===== src/rtl/memx_pkg.sv =====
package memx_pkg;

  localparam int WORD_W     = 64;
  localparam int BEAT_W     = 16;
  localparam int BEATS      = WORD_W / BEAT_W;
  localparam int BEAT_TAG_W = 4;
  localparam int BEAT_LOW_W = BEAT_W - BEAT_TAG_W;
  localparam int LED_W      = 8;
  localparam int NUM_BYTES  = WORD_W / LED_W;
  localparam int SEL_W      = $clog2(NUM_BYTES);

  localparam int BTN_UP    = 0;
  localparam int BTN_DOWN  = 1;
  localparam int BTN_READ  = 2;
  localparam int BTN_WRITE = 3;
  localparam int NUM_BTN   = 4;

  typedef enum logic [3:0] {
    ST_WAIT_INIT,
    ST_AUTO_WR,
    ST_AUTO_WR_WAIT,
    ST_AUTO_RD,
    ST_AUTO_RD_WAIT,
    ST_IDLE,
    ST_USER_WR,
    ST_USER_WR_WAIT,
    ST_USER_RD,
    ST_USER_RD_WAIT
  } seq_state_t;

  typedef enum logic [2:0] {
    ACT_NONE,
    ACT_READ,
    ACT_WRITE,
    ACT_UP,
    ACT_DOWN
  } user_act_t;

  // Self-test pattern: each beat carries its beat index over the low address bits.
  function automatic logic [WORD_W-1:0] seed_word(input logic [31:0] addr);
    logic [WORD_W-1:0] w;
    w = '0;
    for (int k = 0; k < BEATS; k++) begin
      w[k*BEAT_W +: BEAT_W] = {BEAT_TAG_W'(k), addr[BEAT_LOW_W-1:0]};
    end
    return w;
  endfunction

  // One action per idle cycle, highest priority first.
  function automatic user_act_t pick_action(input logic [NUM_BTN-1:0] rise);
    if (rise[BTN_READ])       return ACT_READ;
    else if (rise[BTN_WRITE]) return ACT_WRITE;
    else if (rise[BTN_UP])    return ACT_UP;
    else if (rise[BTN_DOWN])  return ACT_DOWN;
    else                      return ACT_NONE;
  endfunction

  function automatic logic [LED_W-1:0] byte_of(input logic [WORD_W-1:0] w,
                                               input logic [SEL_W-1:0] sel);
    return w[sel*LED_W +: LED_W];
  endfunction

endpackage


===== src/rtl/memx_edge_detect.sv =====
module memx_edge_detect #(
  parameter int N = 4
) (
  input  logic         clk,
  input  logic         srst,
  input  logic [N-1:0] level,
  output logic [N-1:0] rise
);
  generate
    for (genvar i = 0; i < N; i++) begin : g_bit
      logic prev_q;
      always_ff @(posedge clk) begin
        if (srst) prev_q <= 1'b0;
        else      prev_q <= level[i];
      end
      assign rise[i] = level[i] & ~prev_q;
    end
  endgenerate
endmodule


===== src/rtl/memx_blinker.sv =====
module memx_blinker #(
  parameter int BLINK_W = 24
) (
  input  logic clk,
  input  logic srst,
  output logic led
);
  logic [BLINK_W-1:0] cnt_q;

  always_ff @(posedge clk) begin
    if (srst) cnt_q <= '0;
    else      cnt_q <= cnt_q + BLINK_W'(1);
  end

  assign led = cnt_q[BLINK_W-1];
endmodule


===== src/rtl/memx_display.sv =====
module memx_display
  import memx_pkg::*;
(
  input  logic              clk,
  input  logic              srst,
  input  logic              capture,
  input  logic [WORD_W-1:0] rd_data,
  input  logic [SEL_W-1:0]  byte_sel,
  output logic [WORD_W-1:0] disp_q,
  output logic [LED_W-1:0]  leds
);
  always_ff @(posedge clk) begin
    if (srst)         disp_q <= '0;
    else if (capture) disp_q <= rd_data;
  end

  assign leds = byte_of(disp_q, byte_sel);
endmodule


===== src/rtl/memx_fsm.sv =====
module memx_fsm
  import memx_pkg::*;
#(
  parameter int                ADDR_W     = 10,
  parameter int                AUTO_WORDS = 16,
  parameter logic [WORD_W-1:0] FIXED_WORD = 64'hFEED_0BAD_C0DE_5A5A
) (
  input  logic               clk,
  input  logic               srst,
  input  logic               init_done,
  input  logic               cmd_ready,
  input  logic               wr_done,
  input  logic               rd_valid,
  input  logic [NUM_BTN-1:0] btn_rise,
  output logic               cmd_valid,
  output logic               cmd_write,
  output logic [ADDR_W-1:0]  cmd_addr,
  output logic [WORD_W-1:0]  cmd_wdata,
  output logic               capture
);
  localparam int IDX_W = (AUTO_WORDS > 1) ? $clog2(AUTO_WORDS) : 1;
  localparam logic [IDX_W-1:0] LAST_IDX = IDX_W'(AUTO_WORDS - 1);

  seq_state_t        state_q, state_d;
  logic [ADDR_W-1:0] ptr_q, ptr_d;
  logic [IDX_W-1:0]  idx_q, idx_d;
  user_act_t         act;
  logic              is_auto_wr, is_user_wr, is_auto_rd, in_rd_wait;

  assign act = (state_q == ST_IDLE) ? pick_action(btn_rise) : ACT_NONE;

  always_comb begin
    state_d = state_q;
    ptr_d   = ptr_q;
    idx_d   = idx_q;
    unique case (state_q)
      ST_WAIT_INIT:    if (init_done) state_d = ST_AUTO_WR;
      ST_AUTO_WR:      if (cmd_ready) state_d = ST_AUTO_WR_WAIT;
      ST_AUTO_WR_WAIT: if (wr_done) begin
                         if (idx_q == LAST_IDX) state_d = ST_AUTO_RD;
                         else begin
                           idx_d   = idx_q + IDX_W'(1);
                           state_d = ST_AUTO_WR;
                         end
                       end
      ST_AUTO_RD:      if (cmd_ready) state_d = ST_AUTO_RD_WAIT;
      ST_AUTO_RD_WAIT: if (rd_valid)  state_d = ST_IDLE;
      ST_IDLE: begin
        unique case (act)
          ACT_READ:  state_d = ST_USER_RD;
          ACT_WRITE: state_d = ST_USER_WR;
          ACT_UP:    ptr_d   = ptr_q + ADDR_W'(1);
          ACT_DOWN:  ptr_d   = ptr_q - ADDR_W'(1);
          default:   ;
        endcase
      end
      ST_USER_WR:      if (cmd_ready) state_d = ST_USER_WR_WAIT;
      ST_USER_WR_WAIT: if (wr_done)   state_d = ST_IDLE;
      ST_USER_RD:      if (cmd_ready) state_d = ST_USER_RD_WAIT;
      ST_USER_RD_WAIT: if (rd_valid)  state_d = ST_IDLE;
      default:         state_d = ST_WAIT_INIT;
    endcase
  end

  always_ff @(posedge clk) begin
    if (srst) begin
      state_q <= ST_WAIT_INIT;
      ptr_q   <= '0;
      idx_q   <= '0;
    end else begin
      state_q <= state_d;
      ptr_q   <= ptr_d;
      idx_q   <= idx_d;
    end
  end

  assign is_auto_wr = (state_q == ST_AUTO_WR);
  assign is_user_wr = (state_q == ST_USER_WR);
  assign is_auto_rd = (state_q == ST_AUTO_RD);
  assign in_rd_wait = (state_q == ST_AUTO_RD_WAIT) || (state_q == ST_USER_RD_WAIT);

  assign cmd_valid = is_auto_wr || is_user_wr || is_auto_rd || (state_q == ST_USER_RD);
  assign cmd_write = is_auto_wr || is_user_wr;

  always_comb begin
    if (is_auto_wr)      cmd_addr = ADDR_W'(idx_q);
    else if (is_auto_rd) cmd_addr = '0;
    else                 cmd_addr = ptr_q;
  end

  always_comb begin
    if (is_auto_wr)      cmd_wdata = seed_word(32'(idx_q));
    else if (is_user_wr) cmd_wdata = FIXED_WORD;
    else                 cmd_wdata = '0;
  end

  assign capture = rd_valid && in_rd_wait;
endmodule


===== src/rtl/memx_sequencer.sv =====
module memx_sequencer
  import memx_pkg::*;
#(
  parameter int                ADDR_W     = 10,
  parameter int                AUTO_WORDS = 16,
  parameter int                BLINK_W    = 24,
  parameter logic [WORD_W-1:0] FIXED_WORD = 64'hFEED_0BAD_C0DE_5A5A
) (
  input  logic              clk,
  input  logic              srst,
  input  logic              init_done,
  input  logic              cmd_ready,
  output logic              cmd_valid,
  output logic              cmd_write,
  output logic [ADDR_W-1:0] cmd_addr,
  output logic [WORD_W-1:0] cmd_wdata,
  input  logic              wr_done,
  input  logic              rd_valid,
  input  logic [WORD_W-1:0] rd_data,
  input  logic              btn_up,
  input  logic              btn_down,
  input  logic              btn_read,
  input  logic              btn_write,
  input  logic [SEL_W-1:0]  byte_sel,
  output logic [LED_W-1:0]  leds,
  output logic              status_led
);
  logic [NUM_BTN-1:0] btn_level;
  logic [NUM_BTN-1:0] btn_rise;
  logic               rd_capture;
  logic [WORD_W-1:0]  disp_word;

  always_comb begin
    btn_level            = '0;
    btn_level[BTN_UP]    = btn_up;
    btn_level[BTN_DOWN]  = btn_down;
    btn_level[BTN_READ]  = btn_read;
    btn_level[BTN_WRITE] = btn_write;
  end

  memx_edge_detect #(.N(NUM_BTN)) u_edges (
    .clk   (clk),
    .srst  (srst),
    .level (btn_level),
    .rise  (btn_rise)
  );

  memx_fsm #(
    .ADDR_W     (ADDR_W),
    .AUTO_WORDS (AUTO_WORDS),
    .FIXED_WORD (FIXED_WORD)
  ) u_fsm (
    .clk       (clk),
    .srst      (srst),
    .init_done (init_done),
    .cmd_ready (cmd_ready),
    .wr_done   (wr_done),
    .rd_valid  (rd_valid),
    .btn_rise  (btn_rise),
    .cmd_valid (cmd_valid),
    .cmd_write (cmd_write),
    .cmd_addr  (cmd_addr),
    .cmd_wdata (cmd_wdata),
    .capture   (rd_capture)
  );

  memx_display u_disp (
    .clk      (clk),
    .srst     (srst),
    .capture  (rd_capture),
    .rd_data  (rd_data),
    .byte_sel (byte_sel),
    .disp_q   (disp_word),
    .leds     (leds)
  );

  memx_blinker #(.BLINK_W(BLINK_W)) u_blink (
    .clk  (clk),
    .srst (srst),
    .led  (status_led)
  );
endmodule


===== config.mk =====
export PLATFORM = sky130hd
export DESIGN_NAME = memx_sequencer
export DESIGN_NICKNAME = d
export VERILOG_FILES = /design/src/rtl/memx_pkg.sv /design/src/rtl/memx_edge_detect.sv /design/src/rtl/memx_blinker.sv /design/src/rtl/memx_display.sv /design/src/rtl/memx_fsm.sv /design/src/rtl/memx_sequencer.sv
export SDC_FILE = /design/constraint.sdc
export NUM_CORES = 1
export LEC_CHECK = 0
export CORE_ASPECT_RATIO = 0.5
export CORE_UTILIZATION = 45
export DETAILED_ROUTE_END_ITERATION = 8
export PLACE_DENSITY_LB_ADDON = 0.2
export SLEW_MARGIN = 5
export SYNTH_ARGS = -nofsm -noshare
export SYNTH_HDL_FRONTEND = slang
export SYNTH_HIERARCHICAL = 1
export SYNTH_SLANG_ARGS = --single-unit
export TNS_END_PERCENT = 1

===== constraint.sdc =====
create_clock -name clk -period 8.7 [get_ports clk]
set_input_delay 1.74 -clock clk [delete_from_list [all_inputs] [get_ports clk]]
set_output_delay 1.74 -clock clk [all_outputs]
set_load 0.02 [all_outputs]

==> flow_summary.ini, run 1 <==
[setup_path]
crit_slowest_cell = clkdlybuf4s50_1
crit_chain = clkdlybuf4s50_1 > mux4_1 > mux2_2 > clkdlybuf4s50_1
max_stage_delay_ns = 1.04
critPathMaxFanout = 16
required_ns = 6.96
reg2regPathDepth = 10
worst-setup-path-type = input pin to output pin
critical_path.endpoint_type = output pin
cp_common_cell = clkdlybuf4s50_1
cp.buffers_inverters = 2
start_kind = input pin
cp_top_family = buffers and inverters
path_depth = 4
arrival_ns = 4.29

[logic_synthesis]
yosysSeqAreaShare_pct = 37.61
synth_cell_types = 64
synth_flop_cell = dfxtp_1
syn_area_um2 = 5856
avgSynthCellArea_um2 = 9.537
synthCells = 614
async_flop_share_pct = 0
synth_edf_count = 0
synth_seq_cells = 110
ys_warn_count = 6

[clock_network]
worstSkewPairLatency_ns = 0.35
cts_setup_buffers = 0
htree_num_levels = 3
cts_tree = yes
cts_buffers = 9
cts_resized = 0
clockBufferDepth = 2
clkTransAtPathRegs_ns = 0.07
cts-root-buf = clkbuf_16
cts_hold_buf = 0
cts.sinks = 110

[floorplan]
placementRows = 29
die-area_um2 = 13500
core_area_um2 = 12660
die_width_um = 163.3
die_y_um = 82.66
start_util_pct = 46.24
io_pins = 162

[timing]
layout_worst_path_cycle_share_pct = 69.27
finalMaxSlewViolations = 0
finalHoldViolCount = 0
rsz0062_at_grt = no
fin_tns_setup_ns = 0
finClkSkew_ns = 0.009728
max_freq_mhz = 165.9
final.min_clock_period_ns = 6.026
worstMarginPinSlew_ns = 1.073
slew_headroom_pct = 28.30
setup_violations = 0

[placed_design]
dp_hpwl_um = 9183
port_buffers = 141
gp_congestion = 0.8045

[grt]
grt_use_total_pct = 18.45
grt_overflow = 0
grt_antenna_before_repair = 0
grt_pass1_vias = 3899
grt_pass1_wl_um = 19240
grt_start_max_net_pins = 65

[detailed_routing]
wire_per_inst_um = 14.46
drtAntennaViolNets = 0
drc_errors = 0
vias = 4418
drt_iter0_drc = 224
viasPerCell = 5.049
drt_pass1_iterations = 4
finalWirelength_um = 12650

[power_and_ir_drop]
p_clk_share_pct = 37.1
pwr-share-comb_pct = 15.0
p_leak_uw = 0.002731
switchingPower_uw = 297.1
p_int_uw = 797.1
peakVddDrop_mv = 0.1110
p_sw_share_pct = 27.15
seqPwrFrac_pct = 48.0
pwr_density_cell_nw_per_um2 = 150.4

[cells_and_area]
fin_nets = 788
drive_above_1_share_pct = 6.667
post-route-util_pct = 57.45
n_antenna_cell = 0
area_growth_pct = 24.25
nFillCells = 1140

[flow_run]
max-cap-violations = 0

[hold_path]
worstHoldPathCells = 1
hp-class = register to register

[run_status]
status = finished clean
cell type report:
| class | instances | area, µm² | share of cell area [%] |
|---|---|---|---|
| Clock buffer | 9 | 225.2 | 3.095 |
| Sequential cell | 110 | 2202 | 30.27 |
| Multi-Input combinational cell | 423 | 3084 | 42.39 |
| Clock inverter | 7 | 75.07 | 1.032 |
| Tap cell | 170 | 212.7 | 2.923 |
| Inverter | 12 | 45.04 | 0.6191 |
| Timing Repair Buffer | 144 | 1431 | 19.67 |
cells in the mapped netlist, drive strengths merged (4+ instances only):
master	number	share of area [%]
nand2	36	2.3
clkbuf	14	0.90
nand4	10	1.2
nand3	10	0.94
a21o	4	0.51
mux4	16	7.1
and4	5	0.77
a21oi	20	1.7
o21ai	7	0.60
mux2	9	1.7
inv	12	0.77
xor2	10	1.5
o31ai	7	0.90
or2	4	0.47
or3	6	0.68
nor3	5	0.43
a211oi	4	0.51
nor2b	18	2.1
or4	8	1.0
buf	74	9.4
nor2	96	6.2
mux2i	65	11
dfxtp	110	38
ha	10	2.1
xnor2	8	1.2
stage by stage:
step	std cells	instance area, µm²	power [µW]	setup WS [ns]	hold WS [ns]
2_1_floorplan	633	5927	646.3	3.737	0.4399
3_3_place_gp	859	6975	699.2	2.715	0.4558
3_5_place_dp	859	6975	700.4	2.664	0.4579
4_1_cts	875	7276	1109	2.661	0.4752
5_1_grt	875	7276	1144	2.562	0.5000
6_report	875	7276	1094	2.674	0.4730
sequential cells by signal, indices dropped and copies added (netlist names):
register,flops
u_disp/disp_q,64
u_blink/cnt_q,24
u_fsm/ptr_q,10
u_edges/g_bit.prev_q,4
u_fsm/idx_q,4
u_fsm/state_q,4
layer usage:
layer  wire [µm]  vias to the layer above  global-route usage, %
met5           0                        -                      0
met4         235                        0                  6.729
met3         526                       15                  3.996
met2        6180                       88                  32.46
met1        5709                     2042                  22.53
li1            -                     2273                      -
cell families after synthesis:
logic type               share of synthesized area (%)
AND/OR/NAND/NOR                                  18.72
flip-flops                                       37.61
buffers and inverters                            11.07
multiplexers                                     19.96
AO/OA/AOI/OAI                                    7.415
XOR/XNOR                                         2.692
adder cells (fa/ha/maj)                          2.479
other                                          0.06404
placed cells by master (no fill, tap or decap), types with 3 or more instances in the layout:
master / count
xnor2_1: 8
a31oi_1: 3
conb_1: 20
nor2b_1: 14
nor3b_1: 3
clkdlybuf4s50_1: 140
or3_1: 4
mux2i_1: 65
nor3_1: 5
inv_6: 3
nand2b_1: 3
nor2b_2: 4
o31ai_1: 7
nor4_1: 3
nor2_1: 95
and3_1: 3
a31o_2: 3
o21ai_0: 7
and4_1: 4
a211oi_1: 4
inv_1: 12
ha_1: 10
a21oi_1: 20
nand4_1: 9
mux4_1: 15
or4_1: 8
dfxtp_1: 110
nand3_1: 9
mux2_2: 9
xor2_1: 10
clkbuf_16: 9
buf_4: 4
a21o_1: 4
nand2_1: 36
worst reg2reg max path, delay by kind of cell, from the launching register on:
kind	cells	cell delay, ns
AO/OA/AOI/OAI	3	0.96
adder cells (fa/ha/maj)	1	0.30
buffers and inverters	1	0.22
flip-flops	1	0.59
AND/OR/NAND/NOR	5	1.28
worst paths after layout:
kind	startpoint	to	slack [ns]
worst min-delay path	u_blink/cnt_q[0]	u_blink/cnt_q[0]	0.47
worst max-delay path	byte_sel[0]	leds[6]	2.67
worst min register to register	u_blink/cnt_q[0]	u_blink/cnt_q[0]	0.47
worst max register to register	u_fsm/state_q[2]	u_fsm/ptr_q[9]	5.27
power groups by stage:
stage | Clock, µW | Combinational [µW] | Sequential [µW]
final | 406 | 164 | 525
after global routing | 441 | 176 | 527
after CTS | 420 | 165 | 524
after detailed placement | 0 | 164 | 536
after global placement | 0 | 163 | 536
after floorplan | 0 | 118 | 528
Power figures use the tool's default switching activity.
==> run 2: changes to the inputs <==
- clock period: 8.7 -> 6.04 ns (I/O delays scaled with it)
==> run 2 against run 1 <==
First-iteration DRC count rose by 15%. Combinational power rose by 45%. Flip-flop and latch count stayed put. Cell area is essentially flat. Wire length decreased by 0.64%. Non-clock buffer count unchanged. Clock-buffer cell count is the same. Utilization barely moved. Global-route usage grew 0.16 points. Hold slack better by 0.0042 ns. Via count rose by 0.79%.
==> flow_summary.ini, run 2 (synthesized netlist as in run 1, its figures left out) <==
[run_status]
status = finished clean

[timing]
max_freq_mhz = 200.5
worstMarginPinSlew_ns = 1.044
layout_worst_path_cycle_share_pct = 82.59
setup_violations = 0
finalMaxSlewViolations = 0
finalHoldViolCount = 0
slew_headroom_pct = 30.25
fin_tns_setup_ns = 0
finalWorstSetupSlack_ns = 1.052
finClkSkew_ns = 0.01200
final.min_clock_period_ns = 4.988
rsz0062_at_grt = no

[clock_network]
cts_tree = yes
cts_setup_buffers = 0
cts_resized = 0
cts.sinks = 110
cts_buffers = 9
clockBufferDepth = 2
cts_hold_buf = 0
cts-root-buf = clkbuf_16
clkTransAtPathRegs_ns = 0.08
htree_num_levels = 3
worstSkewPairLatency_ns = 0.35

[placed_design]
gp_congestion = 0.7981
port_buffers = 141
place_ws_ns = 1.032
dp_hpwl_um = 8991
dpl_cell_area_um2 = 6975

[setup_path]
worst-setup-path-type = input pin to output pin
critical_path.endpoint_type = output pin
cp_common_cell = clkdlybuf4s50_1
required_ns = 4.83
arrival_ns = 3.78
critPathMaxFanout = 16
start_kind = input pin
crit_chain = clkdlybuf4s50_1 > mux4_1 > mux2_2 > clkdlybuf4s50_1
crit_slowest_cell = clkdlybuf4s50_1
max_stage_delay_ns = 1.07

[detailed_routing]
drtAntennaViolNets = 0
drt_iter0_drc = 258
wire_per_inst_um = 14.37
drt_pass1_iterations = 4
drc_errors = 0
viasPerCell = 5.089
finalWirelength_um = 12570
vias = 4453

[cells_and_area]
finalInstanceArea_um2 = 7273
fin_nets = 788
regMostFlops = u_disp/disp_q
n_antenna_cell = 0
area_growth_pct = 24.21
largestRegisters = u_disp/disp_q (64), u_blink/cnt_q (24), u_fsm/ptr_q (10)
mostFrequentLayoutCells = clkdlybuf4s50_1, dfxtp_1, nor2_1
final_common_cell = clkdlybuf4s50_1
largest_reg_flops = 64
drive_above_1_share_pct = 6.667

[grt]
grt_overflow = 0
grt_use_total_pct = 18.61
grt_pass1_wl_um = 19550
grt_start_max_net_pins = 70
grt_pass1_vias = 3993
grt_antenna_before_repair = 0

[floorplan]
io_pins = 162
start_util_pct = 46.24
core_area_um2 = 12660
die_width_um = 163.3
die-area_um2 = 13500
placementRows = 29
die_y_um = 82.66

[flow_run]
max-cap-violations = 0

[hold_path]
hp-class = register to register

[power_and_ir_drop]
p_leak_uw = 0.002730
pwr_density_cell_nw_per_um2 = 216.7
peakVddDrop_mv = 0.1195
total_power_uw = 1576
-- run 2: cell types whose count changed in the layout (fill, tap and decap cells not counted) --
cell / change
inv_8: -1
inv_6: +1
-- run 2: through the flow --
stage | cells | hold slack [ns] | utilization [%]
after global routing | 875 | 0.4977 | 57.44
after detailed placement | 859 | 0.4613 | 55.08
after global placement | 859 | 0.4566 | 55.08
final | 875 | 0.4772 | 57.44
after CTS | 875 | 0.4762 | 57.44
after floorplan | 633 | 0.4399 | -
-- run 2: layer usage --
layer	vias to the layer above	share of wire (%)	global-route usage [%]
li1	2272	-	-
met1	2064	46	23.16
met2	100	48	32.29
met3	17	4.8	4.346
met4	0	1.7	5.888
met5	-	0	0
-- run 2: layout make-up --
| cell class | count | area [µm²] |
|---|---|---|
| Tap cell | 170 | 212.7 |
| Sequential cell | 110 | 2202 |
| Inverter | 12 | 45.04 |
| Clock buffer | 9 | 225.2 |
| Multi-Input combinational cell | 423 | 3084 |
| Fill cell | 1115 | 5390 |
| Clock inverter | 7 | 72.57 |
| Timing Repair Buffer | 144 | 1431 |
-- run 2: worst max-delay path, delay by kind of cell --
family	cells	cell delay, ns
buf+inv	2	1.64
mux	2	0.93
-- run 2: path summary, 6_finish.rpt --
path | startpoint | end | slack (ns) | cells after the start
max reg2reg | u_fsm/state_q[2] | u_fsm/ptr_q[9] | 2.58 | 10
max | byte_sel[0] | leds[6] | 1.05 | 4
min reg2reg | u_fsm/ptr_q[5] | u_fsm/ptr_q[5] | 0.48 | 2
min | u_fsm/ptr_q[5] | u_fsm/ptr_q[5] | 0.48 | 2
-- run 2: report_power, final --
group          leakage (µW)  internal [µW]  total [µW]  switching (µW)
sequential         0.000888            737         756            18.5
clock              0.000147            292         583             290
combinational       0.00170            117         237             121
